### src/rtl/irq_mod_pkg.sv
package irq_mod_pkg;
  localparam int unsigned CAUSE_W   = 8;
  localparam int unsigned DATA_W    = 16;
  localparam int unsigned ADDR_W    = 3;
  localparam int unsigned N_TIMERS  = 4;
  localparam int unsigned CAUSE_TXWB  = 0;
  localparam int unsigned CAUSE_RXTMR = 7;

  typedef enum logic [ADDR_W-1:0] {
    A_CAUSE    = 3'd0,
    A_MASK     = 3'd1,
    A_THROTTLE = 3'd2,
    A_RX_PKT   = 3'd3,
    A_RX_ABS   = 3'd4,
    A_TX_PKT   = 3'd5,
    A_TX_ABS   = 3'd6
  } reg_addr_e;
endpackage

### src/rtl/irq_tick_gen.sv
module irq_tick_gen #(
  parameter int unsigned TICK_CYCLES = 205
) (
  input  logic clk_i,
  input  logic rst_ni,
  output logic tick_o
);
  localparam int unsigned W = (TICK_CYCLES > 1) ? $clog2(TICK_CYCLES) : 1;
  localparam logic [W-1:0] LAST = W'(TICK_CYCLES - 1);

  logic [W-1:0] cnt_q;

  always_ff @(posedge clk_i or negedge rst_ni) begin
    if (!rst_ni)           cnt_q <= '0;
    else if (cnt_q == LAST) cnt_q <= '0;
    else                   cnt_q <= cnt_q + 1'b1;
  end

  assign tick_o = (cnt_q == LAST);

  if (TICK_CYCLES > 1) begin : g_chk
    a_r4_tick_spaced: assert property (@(posedge clk_i) disable iff (!rst_ni)
      tick_o |=> !tick_o);
  end
endmodule

### src/rtl/irq_delay_timer.sv
module irq_delay_timer #(
  parameter int unsigned CNT_W   = 16,
  parameter bit          RESTART = 1'b1
) (
  input  logic             clk_i,
  input  logic             rst_ni,
  input  logic             tick_i,
  input  logic [CNT_W-1:0] reload_i,
  input  logic             arm_i,
  input  logic             stop_i,
  output logic             expire_o
);
  logic [CNT_W-1:0] cnt_q;
  logic             run_q;
  logic             load;

  assign load     = arm_i && (reload_i != '0) && (RESTART || !run_q);
  assign expire_o = run_q && tick_i && (cnt_q == CNT_W'(1));

  always_ff @(posedge clk_i or negedge rst_ni) begin
    if (!rst_ni) begin
      cnt_q <= '0;
      run_q <= 1'b0;
    end else if (load) begin
      cnt_q <= reload_i;
      run_q <= 1'b1;
    end else if (stop_i) begin
      run_q <= 1'b0;
    end else if (run_q && tick_i) begin
      cnt_q <= cnt_q - 1'b1;
    end
  end

  a_r10_zero_idle: assert property (@(posedge clk_i) disable iff (!rst_ni)
    (!run_q && arm_i && reload_i == '0) |=> !run_q);

  if (!RESTART) begin : g_abs
    a_r8_no_restart: assert property (@(posedge clk_i) disable iff (!rst_ni)
      (run_q && arm_i && !tick_i && !stop_i) |=> (run_q && $stable(cnt_q)));
  end
endmodule

### src/rtl/nic_irq_moderator.sv
module nic_irq_moderator
  import irq_mod_pkg::*;
#(
  parameter int unsigned TICK_CYCLES = 205  // 1024 ns at 200 MHz, rounded
) (
  input  logic              clk_i,
  input  logic              rst_ni,
  input  logic              reg_we_i,
  input  logic              reg_re_i,
  input  logic [ADDR_W-1:0] reg_addr_i,
  input  logic [DATA_W-1:0] reg_wdata_i,
  output logic [DATA_W-1:0] reg_rdata_o,
  input  logic [CAUSE_W-1:0] cause_set_i,
  input  logic              cause_now_i,
  input  logic              rx_arm_i,
  input  logic              tx_arm_i,
  input  logic              irq_clear_i,
  output logic [1:0]        wb_req_o,
  output logic              irq_o
);
  logic               tick;
  logic [CAUSE_W-1:0] cause_q, mask_q, cause_n, mask_n, post;
  logic [DATA_W-1:0]  thr_reload_q, thr_cnt_q;
  logic [DATA_W-1:0]  dly_reload_q [N_TIMERS];
  logic [N_TIMERS-1:0] exp;
  logic               rx_exp, tx_exp, now_q, now_n, irq_n, rd_cause;

  irq_tick_gen #(.TICK_CYCLES(TICK_CYCLES)) u_tick (
    .clk_i(clk_i), .rst_ni(rst_ni), .tick_o(tick)
  );

  assign rx_exp = exp[0] | exp[1];
  assign tx_exp = exp[2] | exp[3];

  // timers 0/1 receive, 2/3 transmit; even index restarts on arm
  for (genvar i = 0; i < N_TIMERS; i++) begin : g_tmr
    always_ff @(posedge clk_i or negedge rst_ni) begin
      if (!rst_ni) dly_reload_q[i] <= '0;
      else if (reg_we_i && reg_addr_i == ADDR_W'(A_RX_PKT + i))
        dly_reload_q[i] <= reg_wdata_i;
    end
    irq_delay_timer #(.CNT_W(DATA_W), .RESTART(i % 2 == 0)) u_tmr (
      .clk_i   (clk_i),
      .rst_ni  (rst_ni),
      .tick_i  (tick),
      .reload_i(dly_reload_q[i]),
      .arm_i   ((i < 2) ? rx_arm_i : tx_arm_i),
      .stop_i  ((i < 2) ? rx_exp : tx_exp),
      .expire_o(exp[i])
    );
  end

  always_comb begin
    post = cause_set_i;
    post[CAUSE_TXWB]  = post[CAUSE_TXWB]  | tx_exp;
    post[CAUSE_RXTMR] = post[CAUSE_RXTMR] | rx_exp;
  end

  assign rd_cause = reg_re_i && (reg_addr_i == A_CAUSE);
  assign cause_n  = (rd_cause ? '0 : cause_q) | post;
  assign mask_n   = (reg_we_i && reg_addr_i == A_MASK) ? reg_wdata_i[CAUSE_W-1:0] : mask_q;
  assign now_n    = now_q | (cause_now_i && (cause_set_i != '0));

  always_comb begin
    if (irq_clear_i || (cause_n & mask_n) == '0) irq_n = 1'b0;
    else if (irq_o)                               irq_n = 1'b1;
    else                                          irq_n = (thr_cnt_q == '0) || now_n;
  end

  always_ff @(posedge clk_i or negedge rst_ni) begin
    if (!rst_ni) begin
      cause_q      <= '0;
      mask_q       <= '0;
      thr_reload_q <= '0;
      thr_cnt_q    <= '0;
      now_q        <= 1'b0;
      irq_o        <= 1'b0;
      wb_req_o     <= '0;
    end else begin
      cause_q  <= cause_n;
      mask_q   <= mask_n;
      now_q    <= now_n && !irq_n;
      irq_o    <= irq_n;
      wb_req_o <= {rx_exp, tx_exp};
      if (reg_we_i && reg_addr_i == A_THROTTLE) thr_reload_q <= reg_wdata_i;
      if (irq_n && !irq_o)                  thr_cnt_q <= thr_reload_q;
      else if (tick && thr_cnt_q != '0)     thr_cnt_q <= thr_cnt_q - 1'b1;
    end
  end

  always_comb begin
    unique case (reg_addr_i)
      A_CAUSE:    reg_rdata_o = DATA_W'(cause_q);
      A_MASK:     reg_rdata_o = DATA_W'(mask_q);
      A_THROTTLE: reg_rdata_o = thr_reload_q;
      A_RX_PKT:   reg_rdata_o = dly_reload_q[0];
      A_RX_ABS:   reg_rdata_o = dly_reload_q[1];
      A_TX_PKT:   reg_rdata_o = dly_reload_q[2];
      A_TX_ABS:   reg_rdata_o = dly_reload_q[3];
      default:    reg_rdata_o = '0;
    endcase
  end

  a_r3_line_needs_unmasked: assert property (@(posedge clk_i) disable iff (!rst_ni)
    irq_o |-> ((cause_q & mask_q) != '0));
  a_r6_clear_drops: assert property (@(posedge clk_i) disable iff (!rst_ni)
    $past(irq_clear_i) |-> !irq_o);
  a_r4_throttle_load: assert property (@(posedge clk_i) disable iff (!rst_ni)
    $rose(irq_o) |-> (thr_cnt_q == $past(thr_reload_q)));
  a_r4_no_early_raise: assert property (@(posedge clk_i) disable iff (!rst_ni)
    ($rose(irq_o) && !$past(cause_now_i) && !$past(now_q)) |-> ($past(thr_cnt_q) == '0));
  a_r7_rx_wb_cause: assert property (@(posedge clk_i) disable iff (!rst_ni)
    wb_req_o[1] |-> cause_q[CAUSE_RXTMR]);
  a_r9_tx_wb_cause: assert property (@(posedge clk_i) disable iff (!rst_ni)
    wb_req_o[0] |-> cause_q[CAUSE_TXWB]);
  a_r2_read_clears: assert property (@(posedge clk_i) disable iff (!rst_ni)
    ($past(rd_cause) && $past(post) == '0) |-> (cause_q == '0));
endmodule

### config.mk
export PLATFORM = sky130hd
export DESIGN_NAME = nic_irq_moderator
export DESIGN_NICKNAME = d
export VERILOG_FILES = /design/src/rtl/irq_mod_pkg.sv /design/src/rtl/irq_tick_gen.sv /design/src/rtl/irq_delay_timer.sv /design/src/rtl/nic_irq_moderator.sv
export SDC_FILE = /design/constraint.sdc
export NUM_CORES = 1
export LEC_CHECK = 0
export BUFFER_PORTS_ARGS = -buffer_cell sky130_fd_sc_hd__buf_2
export CORE_UTILIZATION = 42
export CTS_CLUSTER_SIZE = 16
export DETAILED_ROUTE_END_ITERATION = 10
export GPL_TIMING_DRIVEN = 0
export PLACE_DENSITY = 0.57
export SLEW_MARGIN = 10
export SYNTH_ARGS = -nofsm -noshare
export SYNTH_HDL_FRONTEND = slang
export SYNTH_HIERARCHICAL = 1
export SYNTH_SLANG_ARGS = --single-unit
export TNS_END_PERCENT = 10
### constraint.sdc
create_clock -name clk_i -period 5.7 [get_ports clk_i]
set_input_delay 1.14 -clock clk_i [delete_from_list [all_inputs] [get_ports clk_i]]
set_output_delay 1.14 -clock clk_i [all_outputs]
set_load 0.03 [all_outputs]
======== Word-level counts from Yosys, hierarchy flattened ========
Index checks and enable logic that the tools add are counted.
operators by class
  equal/unequal tests ..................... 15
  bitwise gates (word level) .............. 7
  reduce and logical (&&, ||, !) cells .... 53
  add/subtract/negate cells ............... 6
  muxes and demuxes ....................... 26
operator list
  operator                                               count
  2-to-1 mux 16 bit                                      14
  case mux 16 bit (7 select lines)                       1
  nonzero test 16 bit                                    5
  subtractor 16 x 1 -> 16 bit, second input constant     5
  == test 16 x 1 -> 1 bit, second input constant         4
  logical AND 1 bit                                      25
  2-to-1 mux 8 bit                                       3
  nonzero test 2 bit                                     9
  zero test 16 bit                                       1
  == test 3 bit, second input constant                   3
  adder 8 x 1 -> 8 bit, second input constant            1
  bitwise AND 8 bit                                      1
  == test 8 bit, second input constant                   1
  zero test 8 bit                                        1
  2-to-1 mux 1 bit                                       8
  inequality test 2 x 1 -> 1 bit, second input constant  4
  bitwise OR 8 bit                                       1
  AND reduction 2 bit                                    4
  nonzero test 8 bit                                     1
  == test 3 x 2 -> 1 bit, second input constant          2
  bitwise OR 1 bit                                       5
  zero test 1 bit                                        4
  == test 3 x 1 -> 1 bit, second input constant          1
  zero test 3 bit                                        1
  logical OR 1 bit                                       2
storage, ports and cells
  logic and storage cells ................. 127
  input bits .............................. 35
  output and inout port bits .............. 19
  flip-flop bits (word level) ............. 192

======== Longest topological paths before layout ========
  depth after elaboration ................. 12
  mapped depth ............................ 16
  mapped depth without buffers ............ 14

======== Hierarchy ========
The synthesis kept the hierarchy.
modules (own cells, without submodules)
  module                                cells each  area each (um^2)  sequential area each (um^2)  instances
  nic_irq_moderator                     434         5594.1            2902.8                       1
  irq_delay_timer (g_tmr[0].u_tmr ...)  116         1074.8            425.4                        2
  irq_delay_timer (g_tmr[1].u_tmr ...)  111         1041.0            425.4                        2
  irq_tick_gen                          37          402.9             200.2                        1

======== Worst setup path after synthesis ========
OpenSTA, ideal clock, no wires.
  path type ............................... input-to-output
  from .................................... input reg_addr_i[0]
  to ...................................... output reg_rdata_o[0]
  data arrival time ....................... 3048 ps
  path buffers ............................ 3
  cell stages on the path ................. 7
  setup slack ............................. 1512 ps
  data required time ...................... 4560 ps
  cell sequence ........................... buf_6 clkbuf_1 clkbuf_1 mux2i_1 nor2_1 a21oi_1 o21ai_0
on the way
  longest elaborated chain between the ends .. 2
  elaborated cells between the ends (all ways) .. 8
  classes of those cells .................. eq/ne: 6; mux: 1; reduce/logical: 1
RTL lines
  item                                   RTL line                 RTL
  from (decl)                            nic_irq_moderator.sv:10  input logic [ADDR_W-1:0] reg_addr_i,
  == test 3 bit (tied with other cells)  nic_irq_moderator.sv:92  unique case (reg_addr_i)
  case mux 16 bit (7 select lines) (*)   nic_irq_moderator.sv:92
  to (decl)                              nic_irq_moderator.sv:12  output logic [DATA_W-1:0] reg_rdata_o,
Every way passes the cells marked *; elsewhere a longest branch is shown, timed or not.

======== Worst setup path in the final report ========
  from .................................... input reg_addr_i[0]
  to ...................................... output reg_rdata_o[12]
Same word-level chain as after synthesis.

==> insert_results.sql <==
INSERT INTO impl_metrics (metric_group, metric, value, unit) VALUES
('setup_path', 'timing.critical_path.fanout_max', '10', ''),
('yosys', 'distinct_cells_synth', '71', ''),
('cts', 'cts_hold_buf', '0', ''),
('grt', 'grt_pass1_vias', '7415', ''),
('min_path', 'worst_hold_path.endpoint', 'u_tick/cnt_q[0]', ''),
('drt', 'routed_wire_length_per_instance', '21.3', 'microns'),
('sta', 'final.setup.tns', '0', 'ns'),
('setup_path', 'critical_path.endpoint_type', 'output port', ''),
('grt', 'track_usage', '24.1', '%'),
('power_and_ir_drop', 'share_seq_of_total_power', '50.1', '%'),
('power_and_ir_drop', 'switching_share', '32.8', '%'),
('drt', 'routed-via-count', '7715', ''),
('sta', 'final_period_minus_worst_setup_slack', '4.39', 'ns'),
('final_layout', 'final_layout_size_suffix_gt1_share', '25.0', '%'),
('final_layout', 'synthToLayoutAreaGrowth', '12.3', '%'),
('cts', 'cts_made_buffers', '17', ''),
('sta', 'timing_worst_slew_pin_value', '1.14', 'ns'),
('yosys', 'postSynth.topFlopCell', 'sky130_fd_sc_hd__dfrtp_1', ''),
('final_layout', 'num-nets-final', '1044', ''),
('floorplan', 'io_pins', '54', ''),
('grt', 'grt_overflow_total', '0', ''),
('setup_path', 'ff2ff_path_depth', '16', ''),
('min_path', 'worstHoldPathType', 'flip-flop to flip-flop', ''),
('final_layout', 'layout.cells.most_common', 'sky130_fd_sc_hd__dfrtp_1', ''),
('drt', 'via_density', '5.81', ''),
('status', 'result_of_the_run', 'finished clean', ''),
('final_layout', 'nFillCells', '2227', ''),
('run', 'total_of_max_cap_violations', '0', ''),
('power_and_ir_drop', 'worst_ir_drop_vdd', '0.224', 'mV'),
('yosys', 'synth.avg_cell_area', '11.1', 'sq um'),
('yosys', 'syn_inst', '925', ''),
('setup_path', 'cp-start-kind', 'input pin', ''),
('yosys', 'post_synthesis_compound_gate_area_fraction', '12.5', '%'),
('placed_design', 'dp_hpwl', '20900', 'microns'),
('final_layout', 'utilization', '48.5', '%'),
('drt', 'first_pass_iters', '5', ''),
('drt', 'detail_route.iter0.violations', '588', ''),
('sta', 'maxClockFrequency', '0.228', 'GHz'),
('setup_path', 'worst-endpoint-required', '4.56', 'ns'),
('cts', 'insertion_delay_to_the_later_sink_of_the_worst_skew_pair', '0.43', 'ns'),
('drt', 'drc', '0', ''),
('power_and_ir_drop', 'power.switching', '1.26', 'mW'),
('floorplan', 'row_count', '56', ''),
('sta', 'timing.clock.skew', '0.0116', 'ns'),
('power_and_ir_drop', 'leakage', '4.65', 'nW'),
('power_and_ir_drop', 'pwr_density_cell', '333', 'nW/um^2'),
('sta', 'max-slew-margin-rel', '23.6', '%'),
('cts', 'tritoncts_clock_tree', 'yes', ''),
('sta', 'report.final.setup_viol', '0', ''),
('sta', 'hold_viol_final', '0', ''),
('drt', 'routed_wl', '28400', 'microns'),
('yosys', 'muxShareOfSynthArea', '15.0', '%'),
('placed_design', 'gp_routability_congestion', '0.857', ''),
('setup_path', 'setup.worst_path.class', 'input pin to output port', ''),
('yosys', 'synth_top_family_by_area', 'simple AND/OR/NAND/NOR gates', ''),
('yosys', 'postSynthNetCount', '972', ''),
('cts', 'ctsLongestPathBuffers', '2', ''),
('yosys', 'yosysSeqAreaShare', '47.0', '%'),
('drt', 'postRouteAntennaNets', '0', ''),
('grt', 'grt_max_degree', '98', ''),
('yosys', 'yosysWarningCount', '6', ''),
('placed_design', 'io_buffers', '52', ''),
('setup_path', 'worst_r2r_startpoint', 'u_tick/cnt_q[0]', ''),
('setup_path', 'cp.arrival', '3.25', 'ns'),
('min_path', 'min-delay-start', 'u_tick/cnt_q[0]', ''),
('sta', 'timing.final.max_slew_violations', '0', ''),
('cts', 'cts.repair_timing.setup_buffer_count', '0', ''),
('power_and_ir_drop', 'clock_power_share', '30.7', '%'),
('min_path', 'worstHoldPathCells', '1', ''),
('floorplan', 'floorplan.die.width', '158', 'microns'),
('cts', 'cts_resized', '0', '');
cell families after synthesis:
family	after synthesis
AOI/OAI and AO/OA	167
xor gates and xnor gates	36
adders and majority gates	12
buffers and inverters	62
DFF	192
muxes	132
and+or+nand+nor	324
critical path: stages:
cell and delay, ns:
sky130_fd_sc_hd__buf_6 0.13, sky130_fd_sc_hd__clkbuf_1 0.49, sky130_fd_sc_hd__clkbuf_1 0.62, sky130_fd_sc_hd__mux2i_1 0.26, sky130_fd_sc_hd__nor2_1 0.07, sky130_fd_sc_hd__a221o_1 0.33
sky130_fd_sc_hd__buf_2 0.20
power groups by stage:
stage / clock [mW] / sequential (mW) / combinational, mW
floorplan: 0 / 1.78 / 0.567
global placement: 0 / 1.93 / 0.721
detailed placement: 0 / 1.94 / 0.736
CTS: 1.20 / 1.91 / 0.739
global route: 1.25 / 1.95 / 0.809
finish: 1.17 / 1.92 / 0.735
how the worst max path moves through the flow:
stage | cells past startpoint | startpoint | endpoint | slack, ns
floorplan | 7 | reg_addr_i[0] | reg_rdata_o[0] | 1.51
global placement | 1 | rst_ni | cause_q[2] | 0.09
detailed placement | 7 | reg_addr_i[0] | reg_rdata_o[8] | 1.32
CTS | 7 | reg_addr_i[0] | reg_rdata_o[8] | 1.31
global route | 7 | reg_addr_i[0] | reg_rdata_o[8] | 1.17
finish | 7 | reg_addr_i[0] | reg_rdata_o[12] | 1.31
per-stage QoR:
step                instance area [sq um]  power, mW  std cells  hold WS [ns]  setup WS (ns)
floorplan                           10200       2.35        925         0.454           1.51
global placement                    10900       2.65       1296         0.480         0.0928
detailed placement                  10900       2.67       1297         0.493           1.32
CTS                                 11500       3.85       1329         0.504           1.31
global route                        11500       4.01       1329         0.540           1.17
finish                              11500       3.83       1329         0.505           1.31
sequential cells by signal (all words and copies together), names as in the netlist:
signal	cells
dly_reload_q	64
g_tmr.u_tmr/cnt_q	64
irq_o	1
mask_q	8
u_tick/cnt_q	8
thr_cnt_q	16
thr_reload_q	16
g_tmr.u_tmr/run_q	4
now_q	1
cause_q	8
wb_req_o	2
layer usage:
metal	part of all wire (%)	wire length, microns	vias to the layer above	GRT usage, %
met1	49	13900	3879	35.3
met5	0	0	-	0
met4	2.4	684	0	8.01
li1	-	-	3634	-
met3	3.6	1010	40	3.31
met2	45	12800	162	36.6
cells in the mapped netlist (all sizes together), types with 8 or more instances:
library cell,instances,share of area [%]
dfrtp,192,47
mux2,110,12
nor2,75,2.8
nand2,63,2.4
a21oi,34,1.7
or4,33,2.6
nor3,26,1.3
nand3,25,1.2
xnor2,25,2.1
buf,24,1.8
o211ai,22,1.7
clkbuf,19,0.70
inv,19,0.70
mux2i,19,1.9
o21ai,19,0.93
nor4,17,1.0
or3,17,1.1
a221o,15,1.5
a31oi,12,0.73
ha,12,1.5
o311ai,12,1.0
xor2,11,0.94
a21o,9,0.66
a22o,9,0.77
and3b,8,0.69
nand2b,8,0.49
nor2b,8,0.49
o41ai,8,0.98
area by class of cell:
class,count,area [sq um],area share [%]
Multi-Input combinational cell,671,5100,44.4
Timing Repair Buffer,53,298,2.59
Inverter,19,71.3,0.621
Clock inverter,13,115,1.00
Sequential cell,192,4800,41.8
Tap cell,319,399,3.48
Buffer,43,251,2.19
Clock buffer,19,443,3.86
Power figures use the tool's default switching activity.
